--- config.mk ---
export PLATFORM = sky130hd
export DESIGN_NAME = trg_cond_eval
export DESIGN_NICKNAME = d
export VERILOG_FILES = /design/src/rtl/trg_pkg.sv /design/src/rtl/trg_cfg_regs.sv /design/src/rtl/trg_term_eval.sv /design/src/rtl/trg_combine.sv /design/src/rtl/trg_cond_eval.sv
export SDC_FILE = /design/constraint.sdc
export NUM_CORES = 1
export LEC_CHECK = 0
export BUFFER_PORTS_ARGS = -buffer_cell sky130_fd_sc_hd__buf_2
export CAP_MARGIN = 20
export CORE_ASPECT_RATIO = 0.75
export CORE_MARGIN = 1
export CORE_UTILIZATION = 35
export CTS_BUF_LIST = sky130_fd_sc_hd__clkbuf_4
export DETAILED_ROUTE_END_ITERATION = 16
export GPL_TIMING_DRIVEN = 0
export PLACE_DENSITY_LB_ADDON = 0.2
export SYNTH_ARGS = -nofsm -noshare
export SYNTH_HDL_FRONTEND = slang
export SYNTH_SLANG_ARGS = --single-unit
--- constraint.sdc ---
create_clock -name clk -period 1.5 [get_ports clk]
set_input_delay 0.075 -clock clk [delete_from_list [all_inputs] [get_ports clk]]
set_output_delay 0.075 -clock clk [all_outputs]
set_load 0.005 [all_outputs]
--- src/rtl/trg_pkg.sv ---
package trg_pkg;

  typedef enum logic [1:0] {
    BM_LOW  = 2'b00,
    BM_HIGH = 2'b01,
    BM_FALL = 2'b10,
    BM_RISE = 2'b11
  } bit_mode_e;

  localparam logic OP_AND = 1'b0;
  localparam logic OP_OR  = 1'b1;

  // Level or edge test of one single-bit probe against the previous sample.
  function automatic logic bit_term(bit_mode_e m, logic cur, logic prev);
    case (m)
      BM_LOW:  return !cur;
      BM_HIGH: return cur;
      BM_FALL: return prev && !cur;
      default: return !prev && cur;
    endcase
  endfunction

endpackage

--- src/rtl/trg_cfg_regs.sv ---
module trg_cfg_regs
  import trg_pkg::*;
#(
  parameter int N_WIDE = 2,
  parameter int WIDE_W = 6,
  parameter int N_BIT  = 3,
  parameter int ADDR_W = 5,
  parameter int DATA_W = 8
) (
  input  logic                       clk,
  input  logic                       rst_n,
  input  logic                       arm,
  input  logic                       cfg_we,
  input  logic [ADDR_W-1:0]          cfg_addr,
  input  logic [DATA_W-1:0]          cfg_wdata,
  output logic                       op,
  output logic [N_WIDE-1:0]          wide_en,
  output logic [N_BIT-1:0]           bit_en,
  output logic [N_WIDE*WIDE_W-1:0]   wide_val,
  output logic [2*N_BIT-1:0]         bit_mode
);

  localparam logic [ADDR_W-1:0] A_OP    = ADDR_W'(0);
  localparam logic [ADDR_W-1:0] A_WEN   = ADDR_W'(1);
  localparam logic [ADDR_W-1:0] A_BEN   = ADDR_W'(2);
  localparam int                A_VAL0  = 8;
  localparam int                A_MODE0 = 16;

  logic wr_ok;
  assign wr_ok = cfg_we && !arm;

  logic unused_wdata_bits;
  assign unused_wdata_bits = ^cfg_wdata;

  always_ff @(posedge clk or negedge rst_n) begin
    if (!rst_n) begin
      op      <= OP_AND;
      wide_en <= '0;
      bit_en  <= '0;
    end else if (wr_ok) begin
      if (cfg_addr == A_OP)  op      <= cfg_wdata[0];
      if (cfg_addr == A_WEN) wide_en <= cfg_wdata[N_WIDE-1:0];
      if (cfg_addr == A_BEN) bit_en  <= cfg_wdata[N_BIT-1:0];
    end
  end

  for (genvar i = 0; i < N_WIDE; i++) begin : g_val
    always_ff @(posedge clk or negedge rst_n) begin
      if (!rst_n)
        wide_val[i*WIDE_W +: WIDE_W] <= '0;
      else if (wr_ok && cfg_addr == ADDR_W'(A_VAL0 + i))
        wide_val[i*WIDE_W +: WIDE_W] <= cfg_wdata[WIDE_W-1:0];
    end
  end

  for (genvar j = 0; j < N_BIT; j++) begin : g_mode
    always_ff @(posedge clk or negedge rst_n) begin
      if (!rst_n)
        bit_mode[2*j +: 2] <= BM_LOW;
      else if (wr_ok && cfg_addr == ADDR_W'(A_MODE0 + j))
        bit_mode[2*j +: 2] <= cfg_wdata[1:0];
    end
  end

endmodule

--- src/rtl/trg_term_eval.sv ---
module trg_term_eval
  import trg_pkg::*;
#(
  parameter int N_WIDE = 2,
  parameter int WIDE_W = 6,
  parameter int N_BIT  = 3
) (
  input  logic                     clk,
  input  logic                     rst_n,
  input  logic [N_WIDE*WIDE_W-1:0] wide_probe,
  input  logic [N_BIT-1:0]         bit_probe,
  input  logic [N_WIDE*WIDE_W-1:0] wide_val,
  input  logic [2*N_BIT-1:0]       bit_mode,
  output logic [N_WIDE-1:0]        wide_hit,
  output logic [N_BIT-1:0]         bit_hit
);

  function automatic logic wide_eq(logic [WIDE_W-1:0] smp, logic [WIDE_W-1:0] ref_v);
    return smp == ref_v;
  endfunction

  logic [N_BIT-1:0] prev_q;

  always_ff @(posedge clk or negedge rst_n) begin
    if (!rst_n) prev_q <= '0;
    else        prev_q <= bit_probe;
  end

  for (genvar i = 0; i < N_WIDE; i++) begin : g_wide
    assign wide_hit[i] = wide_eq(wide_probe[i*WIDE_W +: WIDE_W],
                                 wide_val[i*WIDE_W +: WIDE_W]);
  end

  for (genvar j = 0; j < N_BIT; j++) begin : g_bit
    assign bit_hit[j] = bit_term(bit_mode_e'(bit_mode[2*j +: 2]),
                                 bit_probe[j], prev_q[j]);
  end

endmodule

--- src/rtl/trg_combine.sv ---
module trg_combine
  import trg_pkg::*;
#(
  parameter int NT = 5
) (
  input  logic          op,
  input  logic [NT-1:0] hits,
  input  logic [NT-1:0] en,
  output logic          cond,
  output logic          any_en
);

  // Disabled terms take the identity of the operator: 1 for AND, 0 for OR.
  function automatic logic join_terms(logic o, logic [NT-1:0] h, logic [NT-1:0] e);
    if (o == OP_OR) return |(h & e);
    else            return &(h | ~e);
  endfunction

  assign any_en = |en;
  assign cond   = any_en && join_terms(op, hits, en);

endmodule

--- src/rtl/trg_cond_eval.sv ---
module trg_cond_eval
  import trg_pkg::*;
#(
  parameter int N_WIDE = 2,
  parameter int WIDE_W = 6,
  parameter int N_BIT  = 3,
  parameter int ADDR_W = 5,
  parameter int DATA_W = 8
) (
  input  logic                     clk,
  input  logic                     rst_n,
  input  logic                     arm,
  input  logic                     cfg_we,
  input  logic [ADDR_W-1:0]        cfg_addr,
  input  logic [DATA_W-1:0]        cfg_wdata,
  input  logic [N_WIDE*WIDE_W-1:0] wide_probe,
  input  logic [N_BIT-1:0]         bit_probe,
  output logic                     trig_hit
);

  localparam int NT = N_WIDE + N_BIT;

  logic                     cfg_op;
  logic [N_WIDE-1:0]        wide_en;
  logic [N_BIT-1:0]         bit_en;
  logic [N_WIDE*WIDE_W-1:0] wide_val;
  logic [2*N_BIT-1:0]       bit_mode;
  logic [N_WIDE-1:0]        wide_hit;
  logic [N_BIT-1:0]         bit_hit;
  logic                     cond_w;
  logic                     any_en_w;
  logic                     fire_w;
  logic                     fired_q;
  logic                     hit_q;

  trg_cfg_regs #(
    .N_WIDE(N_WIDE), .WIDE_W(WIDE_W), .N_BIT(N_BIT),
    .ADDR_W(ADDR_W), .DATA_W(DATA_W)
  ) i_cfg (
    .clk(clk), .rst_n(rst_n), .arm(arm),
    .cfg_we(cfg_we), .cfg_addr(cfg_addr), .cfg_wdata(cfg_wdata),
    .op(cfg_op), .wide_en(wide_en), .bit_en(bit_en),
    .wide_val(wide_val), .bit_mode(bit_mode)
  );

  trg_term_eval #(
    .N_WIDE(N_WIDE), .WIDE_W(WIDE_W), .N_BIT(N_BIT)
  ) i_terms (
    .clk(clk), .rst_n(rst_n),
    .wide_probe(wide_probe), .bit_probe(bit_probe),
    .wide_val(wide_val), .bit_mode(bit_mode),
    .wide_hit(wide_hit), .bit_hit(bit_hit)
  );

  trg_combine #(.NT(NT)) i_join (
    .op(cfg_op),
    .hits({bit_hit, wide_hit}),
    .en({bit_en, wide_en}),
    .cond(cond_w),
    .any_en(any_en_w)
  );

  // One pulse per arming period; disarming clears the fired flag.
  assign fire_w = arm && !fired_q && cond_w;

  always_ff @(posedge clk or negedge rst_n) begin
    if (!rst_n) begin
      hit_q   <= 1'b0;
      fired_q <= 1'b0;
    end else begin
      hit_q   <= fire_w;
      fired_q <= arm && (fired_q || cond_w);
    end
  end

  assign trig_hit = hit_q;

endmodule

==> results.toml, run 1 <==
[clock_tree]
clock_sinks = 29
post_cts_buffers = 0
cts-root-buf = "clkbuf_4"
worstSkewPairLatency_ps = 320
clk_pin_slew_ps = 100
clk_path_buf_depth = 2
cts_buffers = 5
h-tree-depth = 2
cts_tree = "yes"

[timing]
max_freq_mhz = 661.8
fin_crit_sh = 1.007
rsz0062_at_grt = "true"
slew_viol_final = 0
finalSetupViolCount = 1
setup_ws_ps = -10.93
worstMarginPinSlew_ps = 664.7
clock-skew-final_ps = 14.04
final.setup.tns_ps = -10.93
holdWs_ps = 16.68
relSlewSlack = 0.5569
fin_crit_ps = 1511
hold_viol_final = 0

[final_layout]
seq_area_sq_um = 725.7
n_antenna_cell = 0
areaGrowthSynthToFinish_pct = 27.62
fin_nets = 192
drive_gt1_frac = 0.4658
fin_area_sq_um = 1815
final_cell_mix = "buf_2, dfrtp_1, mux2_2"
layout_commonest_cell = "buf_2"
fillers = 360
multi_input_area_sq_um = 733.2

[synthesis]
yosys_warnings = 0
synthDistinctLibCells = 27
synth_seq_cells = 29
syn-num-nets = 148
syn_area_per_cell_sq_um = 12.26
seq_area_frac_synth = 0.5101
syn_inst = 116
syn_area_sq_um = 1423

[critical_path]
critPathMaxFanout = 3
crit_required_ps = 1720
cp.arrival_ps = 1730
cp-start-kind = "register"
cp-end-kind = "register"
worstSetupPathType = "register to register"

[global_route]
antenna_found_initial = 0
grt_pass1_vias = 1038
grt_max_degree = 30
grt_pass1_wl_mm = 4.961
overflow = 0
grtUsageTotal = 0.1590

[floorplanning]
die_w_um = 75.62
num_rows = 19
die_area_sq_um = 4326
core-area_sq_um = 3780
io_pins = 33
initial_utilization = 0.3764
die_h_um = 57.22

[run_status]
status = "finished with violations"
violations = "setup timing"

[detailed_routing]
drtIter0Drc = 70
dr.pass1.iters = 4
avgViaCountPerCell = 5.033
drc = 0
vias = 1072
finalWirelength_mm = 3.035
wire_per_inst_um = 14.25
ant_nets = 0

[power]
p_leak_nw = 0.8098
vdd_ir_drop_max_v = 0.0005128
finalPower_mw = 1.882
cellPowerDensity_nw_per_um2 = 1037

[placement]
place.gp.congestion = 0.8438
port_buffers = 30
dp_hpwl_mm = 2.227
dp_slack_ps = -91.38
dpl_cell_area_sq_um = 1638

[flow_run]
maxCapViolCount = 0

[worst_hold_path]
hold_class = "input port to register"
-- worst max-delay path, cell delays in order (launching register included) --
cell,delay [ps]
dfrtp_1,420
a21boi_2,150
a22oi_2,100
a221oi_2,310
a31oi_2,150
a311oi_1,270
-- path summary, 6_finish.rpt --
| kind | slack (ps) | endpoint | cells after the start | startpoint |
|---|---|---|---|---|
| max in group asynchronous | 750 | i_cfg.wide_val[5]$_DFFE_PN0P_ | 2 | rst_n |
| worst min-delay path | 20 | i_cfg.bit_en[2]$_DFFE_PN0P_ | 2 | cfg_wdata[2] |
| worst max register to register | -10 | trig_hit$_DFF_PN0_ | 5 | i_cfg.bit_mode[3]$_DFFE_PN0P_ |
| worst min register to register | 510 | i_cfg.bit_en[0]$_DFFE_PN0P_ | 1 | i_cfg.bit_en[0]$_DFFE_PN0P_ |
| min in group asynchronous | 310 | i_cfg.bit_mode[3]$_DFFE_PN0P_ | 2 | rst_n |
| worst max-delay path | -10 | trig_hit$_DFF_PN0_ | 5 | i_cfg.bit_mode[3]$_DFFE_PN0P_ |
-- where the power goes --
group	switching, mW	leakage, nW	internal, mW
Combinational	0.189	0.393	0.232
Clock	0.255	0.0368	0.241
Sequential	0.0815	0.380	0.884
-- state kept, by name, summed over array words and instances, names as in the netlist --
signal          count
fired_q             1
i_cfg.bit_en        3
i_cfg.bit_mode      6
i_cfg.op            1
i_cfg.wide_en       2
i_cfg.wide_val     12
i_terms.prev_q      3
trig_hit            1
-- final cells by class --
type | instances | share of cell area
Multi-Input combinational cell | 84 | 0.4039
Sequential cell | 29 | 0.3997
Timing Repair Buffer | 37 | 0.1213
Tap cell | 52 | 0.03584
Clock buffer | 8 | 0.03308
Inverter | 3 | 0.006203
-- stage by stage --
| step | util | cells |
|---|---|---|
| floorplan | - | 116 |
| global placement | 0.4333 | 198 |
| detailed placement | 0.4333 | 198 |
| CTS | 0.4684 | 212 |
| global route | 0.4803 | 213 |
| finish | 0.4803 | 213 |
-- synthesized netlist by cell type --
library cell	instances	area (sq um)
a221oi_1	2	17.52
a22oi_1	2	15.01
mux2_2	24	270.3
nor3_1	1	5.000
nor4b_1	1	8.760
a21boi_1	2	15.01
a21boi_2	1	11.26
nor4_1	1	6.260
and3_1	1	6.260
nand2b_1	3	18.77
nor2_4	1	11.26
a31oi_1	1	6.260
a2111oi_0	1	8.760
nand3_1	3	15.01
inv_1	3	11.26
dfrtp_1	29	725.7
nor2_1	5	18.77
a21oi_1	1	5.000
nand2_1	9	33.78
xnor2_1	12	105.1
o21ai_0	4	20.02
a311oi_1	1	8.760
a221oi_2	1	15.01
a21boi_0	1	7.510
nor3b_2	1	12.51
nand4_1	3	18.77
a22oi_2	2	25.02
-- metal layers --
metal,global-route usage,routed length (um),up-vias
li1,-,-,513
met1,0.2223,1437,528
met2,0.2321,1424,25
met3,0.04417,130,6
met4,0.06614,42,0
met5,0,0,-
-- timing repair --
item,CTS,global route
gates cloned,0,0
resized for setup,3,7
endpoints found under the hold margin,35,1
setup endpoints to repair,1,2
hold buffers,6,1
pin swaps,6,1
-- kinds of logic (layout without fill, tap and decap cells) --
logic type | count (synthesis) | count (layout) | synth area share
AO/OA/AOI/OAI | 19 | 19 | 0.1091
multiplexers | 24 | 24 | 0.1900
AND/OR/NAND/NOR | 29 | 29 | 0.1091
flip-flops | 29 | 29 | 0.5101
buffers and inverters | 3 | 48 | 0.007915
XOR/XNOR | 12 | 12 | 0.07388
No activity file was read; power rests on OpenSTA's default activity.
==> run 2: changes to the inputs <==
--- a/config.mk
+++ b/config.mk
@@ -13,7 +13,9 @@
 export CTS_BUF_LIST = sky130_fd_sc_hd__clkbuf_4
 export DETAILED_ROUTE_END_ITERATION = 16
 export GPL_TIMING_DRIVEN = 0
+export HOLD_SLACK_MARGIN = 0.15
 export PLACE_DENSITY_LB_ADDON = 0.2
 export SYNTH_ARGS = -nofsm -noshare
 export SYNTH_HDL_FRONTEND = slang
 export SYNTH_SLANG_ARGS = --single-unit
+export TNS_END_PERCENT = 50
==> run 2 against run 1 <==
  * Largest cell class unchanged
  * Fmax up 0.29%
  * Non-clock buffer count up 4
  * The flow still finishes with violations (setup timing)
  * Register-to-register slack about the same
  * Highest routed layer unchanged
==> results.toml, run 2 (synthesized netlist as in run 1, its figures left out) <==
[run_status]
status = "finished with violations"
violations = "setup timing"

[critical_path]
cp-start-kind = "register"
crit_chain = "a21boi_2 > a22oi_2 > a221oi_2 > a31oi_2 > a311oi_1"
cpPeakStageDelay_ps = 410
worst_r2r_path_depth = 5
worst-path-buf-inv = 0
crit_family = "compound AO/OA/AOI/OAI gates"
crit_required_ps = 1710
cp_num_cells = 5
crit_slowest_cell = "dfrtp_1"
cp-end-kind = "register"
cp.arrival_ps = 1720
worstSetupPathType = "register to register"
critPathMaxFanout = 3

[global_route]
grtUsageTotal = 0.1634
grt_util_met1 = 0.2246
grt_pass1_wl_mm = 5.112
grt_pass1_vias = 1083
antenna_found_initial = 0
use_met3 = 0.04594
grt_max_degree = 30
busiest_layer = "met2"
overflow = 0
gr-usage-met2 = 0.2411

[timing]
clock-skew-final_ps = 7.677
finalSetupViolCount = 1
final.setup.tns_ps = -6.565
worstMarginPinSlew_ps = 661.4
max_freq_mhz = 663.8
relSlewSlack = 0.5591
slew_viol_final = 0
hold_viol_final = 0
rsz0062_at_grt = "true"
fin_crit_ps = 1507
setup_ws_ps = -6.565
holdWs_ps = 170.1
fin_crit_sh = 1.004

[clock_tree]
cts_buffers = 5
clk_pin_slew_ps = 90
worstSkewPairLatency_ps = 320
clk_path_buf_depth = 2
h-tree-depth = 2
clock_sinks = 29
cts-root-buf = "clkbuf_4"
post_cts_buffers = 0
cts_tree = "yes"

[final_layout]
drive_gt1_frac = 0.4545
fin_cells = 217
fin_nets = 196
areaGrowthSynthToFinish_pct = 30.43
layout_commonest_cell = "buf_2"
n_antenna_cell = 0
fillers = 354
fin_area_sq_um = 1856
final_cell_mix = "buf_2, dfrtp_1, mux2_2"
largest_register_ffs = 12
finish.utilization = 0.4909
regMostFlops = "i_cfg.wide_val"
reg_top3 = "i_cfg.wide_val (12), i_cfg.bit_mode (6)"

[placement]
place.gp.congestion = 0.8438
dp_hpwl_mm = 2.227
port_buffers = 30
dp_slack_ps = -91.38
dpl_cell_area_sq_um = 1638
dp_cells = 198

[power]
power.internal_mw = 1.363
p_comb_frac = 0.228
p_clk_frac = 0.260
finalPower_mw = 1.884
p_leak_nw = 0.8265
switching_power_mw = 0.5212
swShare = 0.2766
seqPwrFrac = 0.513
vdd_ir_drop_max_v = 0.0005130
cellPowerDensity_nw_per_um2 = 1016

[worst_hold_path]
hold_class = "input port to register"
holdPathStages = 4

[detailed_routing]
drc = 0
avgViaCountPerCell = 5.000
drtIter0Drc = 37
dr.pass1.iters = 4
finalWirelength_mm = 3.067
wire_per_inst_um = 14.13
ant_nets = 0
vias = 1085

[floorplanning]
io_pins = 33
die_h_um = 57.22
die_w_um = 75.62
num_rows = 19
die_area_sq_um = 4326
core-area_sq_um = 3780
initial_utilization = 0.3764

[flow_run]
maxCapViolCount = 0
[run 2: cell types whose count changed in the layout (fill, tap and decap cells not counted)]
cell / delta
dlygate4sd3_1: +4
[run 2: final timing paths]
path                                                    start                       endpoint  slack [ps]
max in group asynchronous                               rst_n  i_cfg.wide_val[8]$_DFFE_PN0P_         750
min in group asynchronous                               rst_n  i_cfg.bit_mode[4]$_DFFE_PN0P_         310
worst max register to register  i_cfg.bit_mode[3]$_DFFE_PN0P_             trig_hit$_DFF_PN0_          -7
worst min-delay path                                      arm           i_cfg.op$_DFFE_PN0P_         170
worst max-delay path            i_cfg.bit_mode[3]$_DFFE_PN0P_             trig_hit$_DFF_PN0_          -7
worst min register to register    i_cfg.bit_en[0]$_DFFE_PN0P_    i_cfg.bit_en[0]$_DFFE_PN0P_         520
[run 2: what timing repair did]
action,CTS,global route
pin swaps,6,1
gates cloned,0,0
hold buffers,11,0
gates resized for setup,3,7
hold endpoints to repair,57,0
endpoints found under the setup margin,1,2
[run 2: worst min-delay path, cell delays in order]
cell and delay (ps):
buf_2 100, nor3b_2 70, nand2_1 70, mux2_2 140
[run 2: area by class of cell]
cell class	instances	area, sq um	area share
Sequential cell	29	725.7	0.3911
Tap cell	52	65.06	0.03506
Timing Repair Buffer	41	260.3	0.1403
Multi-Input combinational cell	84	733.2	0.3951
Inverter	3	11.26	0.006069
Clock buffer	8	60.06	0.03237
[run 2: per-layer routing]
| layer | up-vias | part of all wire |
|---|---|---|
| met5 | - | 0 |
| met4 | 0 | 0.014 |
| met3 | 6 | 0.042 |
| met2 | 25 | 0.47 |
| met1 | 533 | 0.47 |
| li1 | 521 | - |
[run 2: power groups by stage]
| stage | registers [mW] | clock network [mW] | logic, mW |
|---|---|---|---|
| 3_3_place_gp | 0.964 | 0 | 0.342 |
| 6_report | 0.966 | 0.489 | 0.429 |
| 2_1_floorplan | 0.954 | 0 | 0.237 |
| 5_1_grt | 0.981 | 0.552 | 0.474 |
| 4_1_cts | 0.959 | 0.508 | 0.395 |
| 3_5_place_dp | 0.972 | 0 | 0.357 |
